==> config.mk <==
export PLATFORM = sky130hd
export DESIGN_NAME = cal_alarm_ctrl
export DESIGN_NICKNAME = d
export VERILOG_FILES = /design/src/rtl/cal_alarm_pkg.sv /design/src/rtl/alarm_regfile.sv /design/src/rtl/alarm_match.sv /design/src/rtl/alarm_pulse_timer.sv /design/src/rtl/cal_alarm_ctrl.sv
export SDC_FILE = /design/constraint.sdc
export NUM_CORES = 1
export LEC_CHECK = 0
export ABC_AREA = 0
export BUFFER_PORTS_ARGS = -buffer_cell sky130_fd_sc_hd__buf_4
export CAP_MARGIN = 25
export CORE_UTILIZATION = 59
export CTS_CLUSTER_DIAMETER = 30
export DETAILED_ROUTE_END_ITERATION = 6
export GPL_TIMING_DRIVEN = 0
export PLACE_DENSITY = 0.84
export SETUP_SLACK_MARGIN = 0.02
export SYNTH_ARGS = -nofsm -noshare
export SYNTH_HDL_FRONTEND = slang
export SYNTH_SLANG_ARGS = --single-unit
==> constraint.sdc <==
create_clock -name clk -period 3.3 [get_ports clk]
set_input_delay 0.66 -clock clk [delete_from_list [all_inputs] [get_ports clk]]
set_output_delay 0.66 -clock clk [all_outputs]
set_load 0.05 [all_outputs]
==> src/rtl/cal_alarm_pkg.sv <==
package cal_alarm_pkg;
  localparam int NUM_FIELDS = 6;
  localparam int FIELD_W    = 7;
  localparam int REG_W      = FIELD_W + 1;
  localparam int ADDR_W     = 3;
  localparam int CTRL_ADDR  = NUM_FIELDS;

  typedef enum logic {MODE_LATCHED = 1'b0, MODE_PULSED = 1'b1} alarm_mode_e;

  typedef struct packed {
    logic        fout_en;
    alarm_mode_e mode;
  } alarm_ctrl_t;

  // A field passes when disabled, or when its value equals the calendar.
  function automatic logic field_pass(input logic [REG_W-1:0] areg,
                                      input logic [FIELD_W-1:0] now);
    return !areg[REG_W-1] || (areg[FIELD_W-1:0] == now);
  endfunction

  // Active-low interrupt level from control, flag and pulse state.
  function automatic logic irq_level_n(input alarm_ctrl_t ctrl,
                                       input logic flag,
                                       input logic pulse_on);
    if (ctrl.fout_en)                 return 1'b1;
    else if (ctrl.mode == MODE_PULSED) return !pulse_on;
    else                              return !flag;
  endfunction
endpackage

==> src/rtl/alarm_regfile.sv <==
module alarm_regfile
  import cal_alarm_pkg::*;
(
  input  logic                              clk,
  input  logic                              rst_n,
  input  logic                              wr_en,
  input  logic [ADDR_W-1:0]                 wr_addr,
  input  logic [REG_W-1:0]                  wr_data,
  output logic [NUM_FIELDS-1:0][REG_W-1:0]  alarm_regs,
  output alarm_ctrl_t                       ctrl
);
  for (genvar i = 0; i < NUM_FIELDS; i++) begin : g_field
    always_ff @(posedge clk) begin
      if (!rst_n)
        alarm_regs[i] <= '0;
      else if (wr_en && wr_addr == ADDR_W'(i))
        alarm_regs[i] <= wr_data;
    end
  end

  always_ff @(posedge clk) begin
    if (!rst_n) begin
      ctrl.fout_en <= 1'b0;
      ctrl.mode    <= MODE_LATCHED;
    end else if (wr_en && wr_addr == ADDR_W'(CTRL_ADDR)) begin
      ctrl.fout_en <= wr_data[1];
      ctrl.mode    <= alarm_mode_e'(wr_data[0]);
    end
  end
endmodule

==> src/rtl/alarm_match.sv <==
module alarm_match
  import cal_alarm_pkg::*;
(
  input  logic [NUM_FIELDS-1:0][REG_W-1:0]   alarm_regs,
  input  logic [NUM_FIELDS-1:0][FIELD_W-1:0] cal_now,
  input  logic                               sec_tick,
  input  logic                               fout_en,
  output logic                               any_field_en,
  output logic                               alarm_event
);
  logic [NUM_FIELDS-1:0] field_en;
  logic [NUM_FIELDS-1:0] field_ok;

  for (genvar i = 0; i < NUM_FIELDS; i++) begin : g_cmp
    assign field_en[i] = alarm_regs[i][REG_W-1];
    assign field_ok[i] = field_pass(alarm_regs[i], cal_now[i]);
  end

  assign any_field_en = |field_en;
  assign alarm_event  = sec_tick && any_field_en && (&field_ok) && !fout_en;
endmodule

==> src/rtl/alarm_pulse_timer.sv <==
module alarm_pulse_timer #(
  parameter int unsigned PULSE_CYCLES = 8192,
  parameter int unsigned CNT_W        = 14
) (
  input  logic             clk,
  input  logic             rst_n,
  input  logic             load,
  input  logic             abort,
  output logic [CNT_W-1:0] cnt,
  output logic             active
);
  function automatic logic [CNT_W-1:0] next_cnt(input logic [CNT_W-1:0] cur,
                                                input logic ld,
                                                input logic ab);
    if (ab)            return '0;
    else if (ld)       return CNT_W'(PULSE_CYCLES);
    else if (cur != 0) return cur - 1'b1;
    else               return '0;
  endfunction

  always_ff @(posedge clk) begin
    if (!rst_n) cnt <= '0;
    else        cnt <= next_cnt(cnt, load, abort);
  end

  assign active = (cnt != '0);
endmodule

==> src/rtl/cal_alarm_ctrl.sv <==
module cal_alarm_ctrl
  import cal_alarm_pkg::*;
#(
  parameter int unsigned PULSE_CYCLES = 8192
) (
  input  logic               clk,
  input  logic               rst_n,
  input  logic               sec_tick,
  input  logic [FIELD_W-1:0] cal_sec,
  input  logic [FIELD_W-1:0] cal_min,
  input  logic [FIELD_W-1:0] cal_hour,
  input  logic [FIELD_W-1:0] cal_date,
  input  logic [FIELD_W-1:0] cal_month,
  input  logic [FIELD_W-1:0] cal_dow,
  input  logic               reg_wr_en,
  input  logic [ADDR_W-1:0]  reg_wr_addr,
  input  logic [REG_W-1:0]   reg_wr_data,
  input  logic               stat_clr,
  output logic               alarm_flag,
  output logic               irq_n
);
  localparam int unsigned CNT_W = $clog2(PULSE_CYCLES + 1);

  logic [NUM_FIELDS-1:0][REG_W-1:0]   alarm_regs;
  logic [NUM_FIELDS-1:0][FIELD_W-1:0] cal_now;
  alarm_ctrl_t                        ctrl;
  logic                               any_field_en;
  logic                               alarm_event;
  logic                               ctrl_pulse;
  logic                               ctrl_fout;
  logic                               pulse_load;
  logic                               pulse_abort;
  logic                               pulse_on;
  logic [CNT_W-1:0]                   pulse_cnt;

  assign cal_now = {cal_dow, cal_month, cal_date, cal_hour, cal_min, cal_sec};

  alarm_regfile u_regs (
    .clk        (clk),
    .rst_n      (rst_n),
    .wr_en      (reg_wr_en),
    .wr_addr    (reg_wr_addr),
    .wr_data    (reg_wr_data),
    .alarm_regs (alarm_regs),
    .ctrl       (ctrl)
  );

  assign ctrl_pulse = (ctrl.mode == MODE_PULSED);
  assign ctrl_fout  = ctrl.fout_en;

  alarm_match u_match (
    .alarm_regs   (alarm_regs),
    .cal_now      (cal_now),
    .sec_tick     (sec_tick),
    .fout_en      (ctrl_fout),
    .any_field_en (any_field_en),
    .alarm_event  (alarm_event)
  );

  assign pulse_load  = alarm_event && ctrl_pulse;
  assign pulse_abort = ctrl_fout || !ctrl_pulse;

  alarm_pulse_timer #(
    .PULSE_CYCLES (PULSE_CYCLES),
    .CNT_W        (CNT_W)
  ) u_timer (
    .clk    (clk),
    .rst_n  (rst_n),
    .load   (pulse_load),
    .abort  (pulse_abort),
    .cnt    (pulse_cnt),
    .active (pulse_on)
  );

  // Status flag: an event outranks a clear in the same cycle.
  always_ff @(posedge clk) begin
    if (!rst_n)           alarm_flag <= 1'b0;
    else if (alarm_event) alarm_flag <= 1'b1;
    else if (stat_clr)    alarm_flag <= 1'b0;
  end

  assign irq_n = irq_level_n(ctrl, alarm_flag, pulse_on);
endmodule

==> reports/qor.csv <==
stage,metric,value,unit
final_layout,multi-input logic area,1830,um2
synthesis,sequential cell area fraction in the yosys report,40.9,%
clocking,Num CTS Buffers,9,
worst_setup_path,CP startpoint kind,flop,
synthesis,"FFs w/ async S/R, synth",0,%
placed_design,HPWL after detailed placement,5.57,mm
routing,initial DRC count,171,
min_path,HP Start,u_regs.alarm_regs[33],
synthesis,synthesized instance count,374,
final_layout,Final Core Density,76.8,%
die,die width,75.4,um
clocking,CTS clock-pin slew for the worst setup and hold paths,70,ps
clocking,Clock Tree Root,clkbuf_8,
pwr,Power Dens Cells,442,nW/um2
pwr,total power,1740,uW
clocking,Clock Tree Buf Depth,2,
timing,Slew @ Worst Pin,855,ps
min_path,worst hold stages,2,
clocking,Clock Latency Late Sink,340,ps
routing,DR pass1 iterations,6,
timing,Worst slew margin,42.6,%
clocking,post-CTS setup buffer count,0,
routing,WL final,7.67,mm
routing,antenna violation net count after detailed routing,0,
die,num rows,26,
synthesis,post-synth cell types,39,
global_routing,initial antenna violation count,0,
final_layout,fill cell count,419,
final_layout,fin nets,503,
final_layout,antenna cells,0,
clocking,number of H-tree levels,3,
pwr,maximum VDD drop,328,uV
synthesis,Yosys reg bits,65,
final_layout,"Design Area, Final",3950,um2
timing,Finish-stage setup viols,0,
worst_setup_path,WP data arrival,2390,ps
synthesis,Synth Warn #,0,
die,Die Y,75.4,um
global_routing,Total GRT Usage,29.7,%
placed_design,Area after DPL,3710,um2
global_routing,pin count of the biggest net entering global routing,12,
timing,Final Hold Fails,0,
final_layout,Area growth syn-to-layout,24.0,%
clocking,CTS tree,built,
outcome,status,"complete, no violations",
placed_design,GPL Wtd Cong,0.821,
placed_design,IO Port Bufs,59,
synthesis,number of flops mapped to enable cells by yosys,0,
min_path,hold endpoint,u_regs.alarm_regs[33],
worst_setup_path,peak fanout along the critical path,6,
final_layout,"commonest non-fill, non-tap cell in the layout",nand2_1,
timing,maximum clock frequency,328,MHz
synthesis,Synth Net Count,433,
worst_setup_path,Critical Path RT,2640,ps
timing,final worst-path cycle share,92.4,%
worst_setup_path,R2R setup slack,1120,ps
global_routing,total gr overflow,0,
worst_setup_path,critical register-to-register path startpoint,u_regs.alarm_regs[35],
final_layout,most frequent cells in the layout,"nand2_1, dfxtp_1, buf_4, a21boi_0, xnor2_1",
routing,via count,2833,
final_layout,share of layout cells above drive strength 1,18.3,%
timing,setup TNS,0,ps
synthesis,syn avg cell area,8.50,um2
pwr,Leak,0.00152,uW
routing,drt wl/cell,14.8,um
routing,vias per cell,5.46,
die,starting density of the core,61.9,%
timing,Final Critical Period,3050,ps
timing,RSZ-0062 raised after global routing,no,
die,core region area,5140,um2
die,Die ar.,5690,um2
global_routing,number of global-route vias before repair,2684,
worst_setup_path,Crit-path slowest cell,nor3b_2,
worst_setup_path,CP endpoint kind,output pin,
worst_setup_path,r2r endpoint,u_timer.cnt[7],
synthesis,Synth Cell Area,3180,um2
worst_setup_path,path type of the worst setup path,flop to output pin,
final_layout,Register Area,1300,um2
routing,drt drc,0,
worst_setup_path,worst r2r path cells,6,
synthesis,ys flop type,dfxtp_1,
timing,clock skew,7.26,ps
die,I/O pin count,60,
global_routing,global-route wire length before repair,12.4,mm
timing,Final Slew Violations,0,
run,max_cap viols,0,
worst_setup_path,"Cell Chain, Critical Path","inv_1, ha_1, nor3b_2, and3_1, and2_1, a211o_1, buf_4",
clocking,CTS sink cnt,65,
min_path,HP Class,flop to flop,
worst_setup_path,CP max stage delay,410,ps
worst max-delay path by stage:
stage                   startpoint     to
floorplan           u_timer.cnt[0]  irq_n
global placement    u_timer.cnt[0]  irq_n
detailed placement  u_timer.cnt[0]  irq_n
CTS                 u_timer.cnt[0]  irq_n
global route        u_timer.cnt[0]  irq_n
finish              u_timer.cnt[0]  irq_n
where the power goes:
group / switching, uW / total [uW] / internal [uW]
clock: 295 / 758 / 464
sequential: 9.74 / 808 / 798
combinational: 87.8 / 178 / 90.3
total: 393 / 1740 / 1350
sequential cells by signal (all words and copies together), names as in the netlist:
| register | count |
|---|---|
| u_regs.ctrl | 2 |
| u_timer.cnt | 14 |
| alarm_flag | 1 |
| u_regs.alarm_regs | 48 |
area by class of cell:
type | instances | share of cell area [%]
multi-input cells | 295 | 46.4
flip-flops and latches | 65 | 33.0
repair buffers | 59 | 11.2
clock buffers | 11 | 3.84
well taps | 70 | 2.22
clock inverters | 5 | 1.97
plain buffers | 11 | 1.08
inverters | 3 | 0.285
routing by layer:
layer | vias up | track usage [%] | wire, um
met5 | - | 0 | 0
met4 | 0 | 14.0 | 112
met3 | 11 | 4.76 | 485
met2 | 97 | 51.1 | 3830
met1 | 1310 | 36.5 | 3250
li1 | 1415 | - | -
kinds of logic after synthesis:
family	synth area share, %
buffers and inverters	1.69
muxes	0.944
adders and majority gates	0.393
xor gates and xnor gates	14.3
DFF	40.9
AOI/OAI and AO/OA	17.9
and+or+nand+nor	23.9
critical path: cells and delay by family, from the launching register on:
kind | cells | cell delay [ps]
AO/OA/AOI/OAI | 1 | 200
adder cells (fa/ha/maj) | 1 | 180
buffers and inverters | 2 | 280
flip-flops | 1 | 350
AND/OR/NAND/NOR | 3 | 1040
what timing repair did:
action | CTS | global route
hold buffers | 0 | 0
setup endpoints to repair | 0 | 1
resized for setup | 0 | 1
Yosys cell counts, types with 5 or more instances:
cell | instances | area (um2)
a21oi_1 | 10 | 50.1
nand2_1 | 109 | 409
dfxtp_1 | 65 | 1300
a21boi_0 | 48 | 360
xnor2_1 | 28 | 245
nor2b_1 | 6 | 37.5
xor2_1 | 24 | 210
nor2_1 | 11 | 41.3
clkbuf_1 | 10 | 37.5
nand4_1 | 7 | 43.8
nor3_1 | 5 | 25.0
nand3_1 | 9 | 45.0
through the flow:
step,cells,worst slack [ps],hold slack (ps)
after floorplan,374,717,452
after global placement,503,509,463
after detailed placement,503,472,470
after CTS,519,55.5,480
after global routing,519,174,492
final,519,249,476
(Power assumes the default switching activity.)
